<file path="src/rtl/sigmon_pkg.sv">
package sigmon_pkg;
  typedef enum logic [1:0] {
    MODE_PEAK = 2'b00,
    MODE_MEAN = 2'b01,
    MODE_THR  = 2'b10,
    MODE_NONE = 2'b11
  } mon_mode_e;
endpackage

</file>
<file path="src/rtl/sigmon_window_timer.sv">
module sigmon_window_timer #(
  parameter int LW = 5
) (
  input  logic          clk,
  input  logic          rst_n,
  input  logic          run,
  input  logic          step,
  input  logic [LW-1:0] win_log2,
  output logic          win_end
);
  localparam int CW = 1 << LW;

  logic [CW-1:0] cnt_q;
  logic [CW-1:0] win_last;

  assign win_last = (CW'(1) << win_log2) - CW'(1);
  assign win_end  = run && step && (cnt_q == win_last);

  always_ff @(posedge clk) begin
    if (!rst_n || !run) cnt_q <= '0;
    else if (step)      cnt_q <= win_end ? '0 : cnt_q + CW'(1);
  end

  AST_WIN_RESTART: assert property (@(posedge clk) disable iff (!rst_n)
    win_end |=> (cnt_q == '0));

  AST_TIMER_IDLE: assert property (@(posedge clk) disable iff (!rst_n)
    !run |=> (cnt_q == '0));
endmodule

</file>
<file path="src/rtl/sigmon_stat_accum.sv">
module sigmon_stat_accum
  import sigmon_pkg::*;
#(
  parameter int SW = 14,
  parameter int AW = 32,
  parameter int LW = 5
) (
  input  logic                 clk,
  input  logic                 rst_n,
  input  logic                 run,
  input  logic                 step,
  input  mon_mode_e            mode,
  input  logic [SW-1:0]        thresh,
  input  logic [LW-1:0]        win_log2,
  input  logic                 clear,
  input  logic signed [SW-1:0] sample,
  output logic [AW-1:0]        stat_now
);
  localparam int PW = 2 * SW;

  function automatic logic [SW-1:0] f_mag(input logic signed [SW-1:0] x);
    logic [SW-1:0] r;
    r = unsigned'(x);
    if (x[SW-1]) r = ~r + SW'(1);
    return r;
  endfunction

  function automatic logic [AW-1:0] f_sat_add(input logic [AW-1:0] a,
                                              input logic [AW-1:0] b);
    logic [AW:0] s;
    s = {1'b0, a} + {1'b0, b};
    return s[AW] ? '1 : s[AW-1:0];
  endfunction

  logic [SW-1:0] mag;
  logic [PW-1:0] sq;
  logic [AW-1:0] sq_ext;
  logic [AW-1:0] mag_ext;
  logic [AW-1:0] acc_q;
  logic [AW-1:0] acc_next;

  assign mag     = f_mag(sample);
  assign sq      = PW'(mag) * PW'(mag);
  assign mag_ext = {{(AW-SW){1'b0}}, mag};

  generate
    if (AW > PW) begin : g_sq_wide
      assign sq_ext = {{(AW-PW){1'b0}}, sq};
    end else begin : g_sq_fit
      assign sq_ext = sq[AW-1:0];
    end
  endgenerate

  always_comb begin
    acc_next = acc_q;
    if (step) begin
      unique case (mode)
        MODE_PEAK: if (mag_ext > acc_q) acc_next = mag_ext;
        MODE_MEAN: acc_next = f_sat_add(acc_q, sq_ext);
        MODE_THR:  if (mag > thresh) acc_next = f_sat_add(acc_q, AW'(1));
        default:   acc_next = acc_q;
      endcase
    end
  end

  assign stat_now = (mode == MODE_MEAN) ? (acc_next >> win_log2) : acc_next;

  always_ff @(posedge clk) begin
    if (!rst_n || !run) acc_q <= '0;
    else if (clear)     acc_q <= '0;
    else                acc_q <= acc_next;
  end

  AST_PEAK_NO_DROP: assert property (@(posedge clk) disable iff (!rst_n)
    (run && !clear && mode == MODE_PEAK) |=> (acc_q >= $past(acc_q)));

  AST_NO_OVERFLOW: assert property (@(posedge clk) disable iff (!rst_n)
    (run && !clear && (&acc_q) && (mode == MODE_MEAN || mode == MODE_THR))
    |=> (&acc_q));

  AST_ACC_IDLE: assert property (@(posedge clk) disable iff (!rst_n)
    !run |=> (acc_q == '0));
endmodule

</file>
<file path="src/rtl/sig_power_monitor.sv">
module sig_power_monitor
  import sigmon_pkg::*;
#(
  parameter int SW = 14,
  parameter int AW = 32,
  parameter int LW = 5
) (
  input  logic                 clk,
  input  logic                 rst_n,
  input  logic                 mon_en,
  input  logic [1:0]           mode_sel,
  input  logic                 win_cnt_en,
  input  logic                 clr_on_read,
  input  logic [LW-1:0]        win_log2,
  input  logic [SW-1:0]        thresh,
  input  logic                 irq_en,
  input  logic                 smp_valid,
  input  logic signed [SW-1:0] smp_data,
  input  logic                 rd_strobe,
  output logic [AW-1:0]        hold_val,
  output logic                 irq_status,
  output logic                 irq
);
  mon_mode_e     mode;
  logic          step;
  logic          win_end;
  logic          take_win;
  logic          take_rd;
  logic          acc_clear;
  logic [AW-1:0] stat_now;

  assign mode      = mon_mode_e'(mode_sel);
  assign step      = mon_en && smp_valid;
  assign take_win  = win_end && win_cnt_en && (mode != MODE_NONE);
  assign take_rd   = mon_en && !win_cnt_en && rd_strobe && (mode != MODE_NONE);
  assign acc_clear = (win_end && win_cnt_en) ||
                     (mon_en && !win_cnt_en && rd_strobe && clr_on_read);

  sigmon_window_timer #(.LW(LW)) u_timer (
    .clk(clk), .rst_n(rst_n), .run(mon_en), .step(step),
    .win_log2(win_log2), .win_end(win_end)
  );

  sigmon_stat_accum #(.SW(SW), .AW(AW), .LW(LW)) u_accum (
    .clk(clk), .rst_n(rst_n), .run(mon_en), .step(step), .mode(mode),
    .thresh(thresh), .win_log2(win_log2), .clear(acc_clear),
    .sample(smp_data), .stat_now(stat_now)
  );

  always_ff @(posedge clk) begin
    if (!rst_n)                   hold_val <= '0;
    else if (take_win || take_rd) hold_val <= stat_now;
  end

  always_ff @(posedge clk) begin
    if (!rst_n)         irq_status <= 1'b0;
    else if (win_end)   irq_status <= 1'b1;
    else if (rd_strobe) irq_status <= 1'b0;
  end

  assign irq = irq_status && irq_en;

  AST_STATUS_ON_END: assert property (@(posedge clk) disable iff (!rst_n)
    win_end |=> irq_status);

  AST_NONE_KEEPS_HOLD: assert property (@(posedge clk) disable iff (!rst_n)
    (mode == MODE_NONE) |=> $stable(hold_val));

  AST_FREE_RUN_HOLD: assert property (@(posedge clk) disable iff (!rst_n)
    (!win_cnt_en && !rd_strobe) |=> $stable(hold_val));

  AST_OFF_NO_STATUS: assert property (@(posedge clk) disable iff (!rst_n)
    (!mon_en && !irq_status) |=> !irq_status);
endmodule

</file>
<file path="config.mk">
export PLATFORM = sky130hd
export DESIGN_NAME = sig_power_monitor
export DESIGN_NICKNAME = d
export VERILOG_FILES = /design/src/rtl/sigmon_pkg.sv /design/src/rtl/sigmon_window_timer.sv /design/src/rtl/sigmon_stat_accum.sv /design/src/rtl/sig_power_monitor.sv
export SDC_FILE = /design/constraint.sdc
export NUM_CORES = 1
export LEC_CHECK = 0
export BUFFER_PORTS_ARGS = -buffer_cell sky130_fd_sc_hd__buf_2
export CORE_MARGIN = 8
export CORE_UTILIZATION = 50
export CTS_CLUSTER_SIZE = 28
export DETAILED_ROUTE_END_ITERATION = 7
export GPL_TIMING_DRIVEN = 0
export HOLD_SLACK_MARGIN = 0.1
export PLACE_DENSITY = 0.77
export SLEW_MARGIN = 20
export SYNTH_ARGS = -nofsm -noshare
export SYNTH_HDL_FRONTEND = slang
export SYNTH_HIERARCHICAL = 1
export SYNTH_SLANG_ARGS = --single-unit
</file>
<file path="constraint.sdc">
create_clock -name clk -period 12.3 [get_ports clk]
set_clock_uncertainty 0.15 [all_clocks]
set_input_delay 1.845 -clock clk [delete_from_list [all_inputs] [get_ports clk]]
set_output_delay 1.845 -clock clk [all_outputs]
set_load 0.05 [all_outputs]
</file>
==> flow_metrics.env <==
export IMPL_vias_per_cell=6.54
export IMPL_ys_types=107
export IMPL_drive_gt1_share_pct=10.5
export IMPL_drt_first_pass_iters=8
export IMPL_start_kind="input port"
export IMPL_die_h_um=201
export IMPL_critPathKind="in2reg"
export IMPL_ff2ff_path_depth=27
export IMPL_cts_buffers=9
export IMPL_core_mm2=0.0342
export IMPL_drt_iter0_drc=1962
export IMPL_dieArea_mm2=0.0405
export IMPL_worst_path_max_fanout=15
export IMPL_clockBufferDepth=2
export IMPL_synth_edf_count=0
export IMPL_syn_avg_cell_area_um2=7.77
export IMPL_slew_violations=0
export IMPL_yosys_most_used_dff="dfxtp_1"
export IMPL_slew_headroom_pct=23.8
export IMPL_cp_common_cell="fa_1"
export IMPL_port_buffers=74
export IMPL_cts_tree="done"
export IMPL_rsz0062_at_grt="false"
export IMPL_finalCriticalPeriod_ns=12.02
export IMPL_die_w_um=201
export IMPL_clkLatencyLatePin_ns=0.36
export IMPL_ys_ff_latch=97
export IMPL_cap_violations=0
export IMPL_cts_root_buf="clkbuf_16"
export IMPL_antenna_found_initial=0
export IMPL_finalSetupViolCount=0
export IMPL_tns_ns=0
export IMPL_syn_inst=2208
export IMPL_netlist_area_mm2=0.0172
export IMPL_hold_viol_final=0
export IMPL_htreeDepth=3
export IMPL_cp_slowest_stage_delay_ns=0.56
export IMPL_ys_warn_count=6
export IMPL_io_pins=77
export IMPL_initial_core_util_pct=50.2
export IMPL_worst_pin_slew_ns=1.13
export IMPL_layout_common_cells="inv_1, nand2_1, nor2_1"
export IMPL_place_congestion=1.06
export IMPL_clock_sinks=97
export IMPL_max_freq_mhz=83.2
export IMPL_crit_required_ns=12.40
export IMPL_drt_total_wl_mm=69.1
export IMPL_nets=2627
export IMPL_ant_nets=0
export IMPL_holdPathStages=2
export IMPL_min_period_over_period_pct=97.7
export IMPL_dp_hpwl_mm=55.5
export IMPL_grt_overflow=0
export IMPL_yosysSeqAreaShare_pct=11.3
export IMPL_ctsHoldBuffers=0
export IMPL_rows=68
export IMPL_wl_per_cell_um=24.9
export IMPL_grt_pass1_wl_mm=106
export IMPL_route_detailed_drc=0
export IMPL_grtUsageTotal_pct=33.3
export IMPL_run_status="finished clean"
export IMPL_dr_total_vias=18100
export IMPL_crit_slowest_cell="fa_1"
export IMPL_num_antenna_cells=0
export IMPL_final_util_pct=54.8
export IMPL_area_delta_synth_final_pct=9.21
export IMPL_grt_pass1_vias=18000
export IMPL_worstPathArrival_ns=12.12
export IMPL_ys_async_sr_fraction_pct=0
export IMPL_endpoint_kind="register"
export IMPL_timing_hold_worst_class="reg2reg"
export IMPL_layout_commonest_cell="inv_1"
export IMPL_path_clk_slew_ns=0.07
export IMPL_grt_max_degree=20
## path summary, 6_finish.rpt
check	startpoint	end	slack, ns
worst max-delay path	smp_data[0]	hold_val[11]$_SDFFE_PN0P_	0.28
worst min-delay path	hold_val[4]$_SDFFE_PN0P_	hold_val[4]$_SDFFE_PN0P_	0.31
worst max register to register	u_accum/acc_q[9]$_SDFF_PP0_	hold_val[11]$_SDFFE_PN0P_	3.56
worst min register to register	hold_val[4]$_SDFFE_PN0P_	hold_val[4]$_SDFFE_PN0P_	0.31
## worst max-delay path: cells and delay by family
kind / cells / cell delay [ns]
buffers and inverters: 7 / 1.36
AOI/OAI and AO/OA: 9 / 3.28
xor gates and xnor gates: 1 / 0.46
and+or+nand+nor: 5 / 1.17
adders and majority gates: 7 / 3.42
muxes: 3 / 0.55
## Yosys cell counts, types with 23 or more instances
| cell type | n | area [µm²] |
|---|---|---|
| inv_1 | 260 | 976 |
| mux2i_1 | 56 | 561 |
| nor2_1 | 191 | 717 |
| ha_1 | 127 | 1590 |
| dfxtp_1 | 97 | 1940 |
| nand4_1 | 40 | 250 |
| fa_1 | 144 | 2880 |
| o21ai_0 | 69 | 345 |
| nand3_1 | 50 | 250 |
| o211ai_1 | 24 | 180 |
| o22ai_1 | 25 | 156 |
| and3_1 | 26 | 163 |
| xnor2_1 | 47 | 412 |
| clkbuf_1 | 90 | 338 |
| a31oi_1 | 24 | 150 |
| nand2_1 | 250 | 938 |
| buf_2 | 23 | 115 |
| a211oi_1 | 32 | 240 |
| xor2_1 | 27 | 236 |
| a21o_1 | 25 | 188 |
| a21oi_1 | 102 | 510 |
| nor3_1 | 43 | 215 |
## what timing repair did
| action | 4_1_cts | 5_1_grt |
|---|---|---|
| gates cloned | 0 | 0 |
| pin swaps | 0 | 2 |
| buffers inserted | 0 | 9 |
| resized for setup | 17 | 25 |
| endpoints found under the setup margin | 33 | 29 |
## through the flow
| stage | std cells | cell area (µm²) | worst slack (ns) | hold slack, ns |
|---|---|---|---|---|
| 2_1_floorplan | 2217 | 17200 | 1.69 | 0.334 |
| 3_3_place_gp | 2746 | 18100 | -2.00 | 0.291 |
| 3_5_place_dp | 2750 | 18200 | -1.71 | 0.294 |
| 4_1_cts | 2765 | 18600 | 0.0588 | 0.308 |
| 5_1_grt | 2773 | 18700 | 0.128 | 0.321 |
| 6_report | 2773 | 18700 | 0.281 | 0.306 |
## registers in the layout, summed over array words and instances, names as in the netlist
name,flops
u_timer/cnt_q,32
u_accum/acc_q,32
irq_status,1
hold_val,32
## cell type report
cell class,instances,area [µm²]
Buffer,128,638
Clock buffer,9,225
Clock inverter,7,72.6
Fill cell,3282,15500
Inverter,267,1020
Multi-Input combinational cell,1722,13800
Sequential cell,97,1940
Tap cell,455,569
Timing Repair Buffer,88,482
## cell families (layout without fill, tap and decap cells)
logic type                 count (synthesis)  after routing  synth area share [%]
and+or+nand+nor                          772            772                  22.0
AOI/OAI and AO/OA                        512            512                  21.2
buffers and inverters                    398            499                  9.57
adders and majority gates                271            271                  26.1
DFF                                       97             97                  11.3
muxes                                     80             80                  5.76
xor gates and xnor gates                  76             76                  4.04
other                                      2             11                0.0438
## layer usage
metal,vias to the layer above,track usage [%],wire [µm]
li1,7971,-,-
met1,8734,41.0,26600
met2,1155,54.8,32000
met3,279,5.32,6230
met4,0,18.8,4260
met5,-,0,0
Power is not shown: default switching activity piles up to over one toggle a cycle in this logic, so the estimate is an artifact.
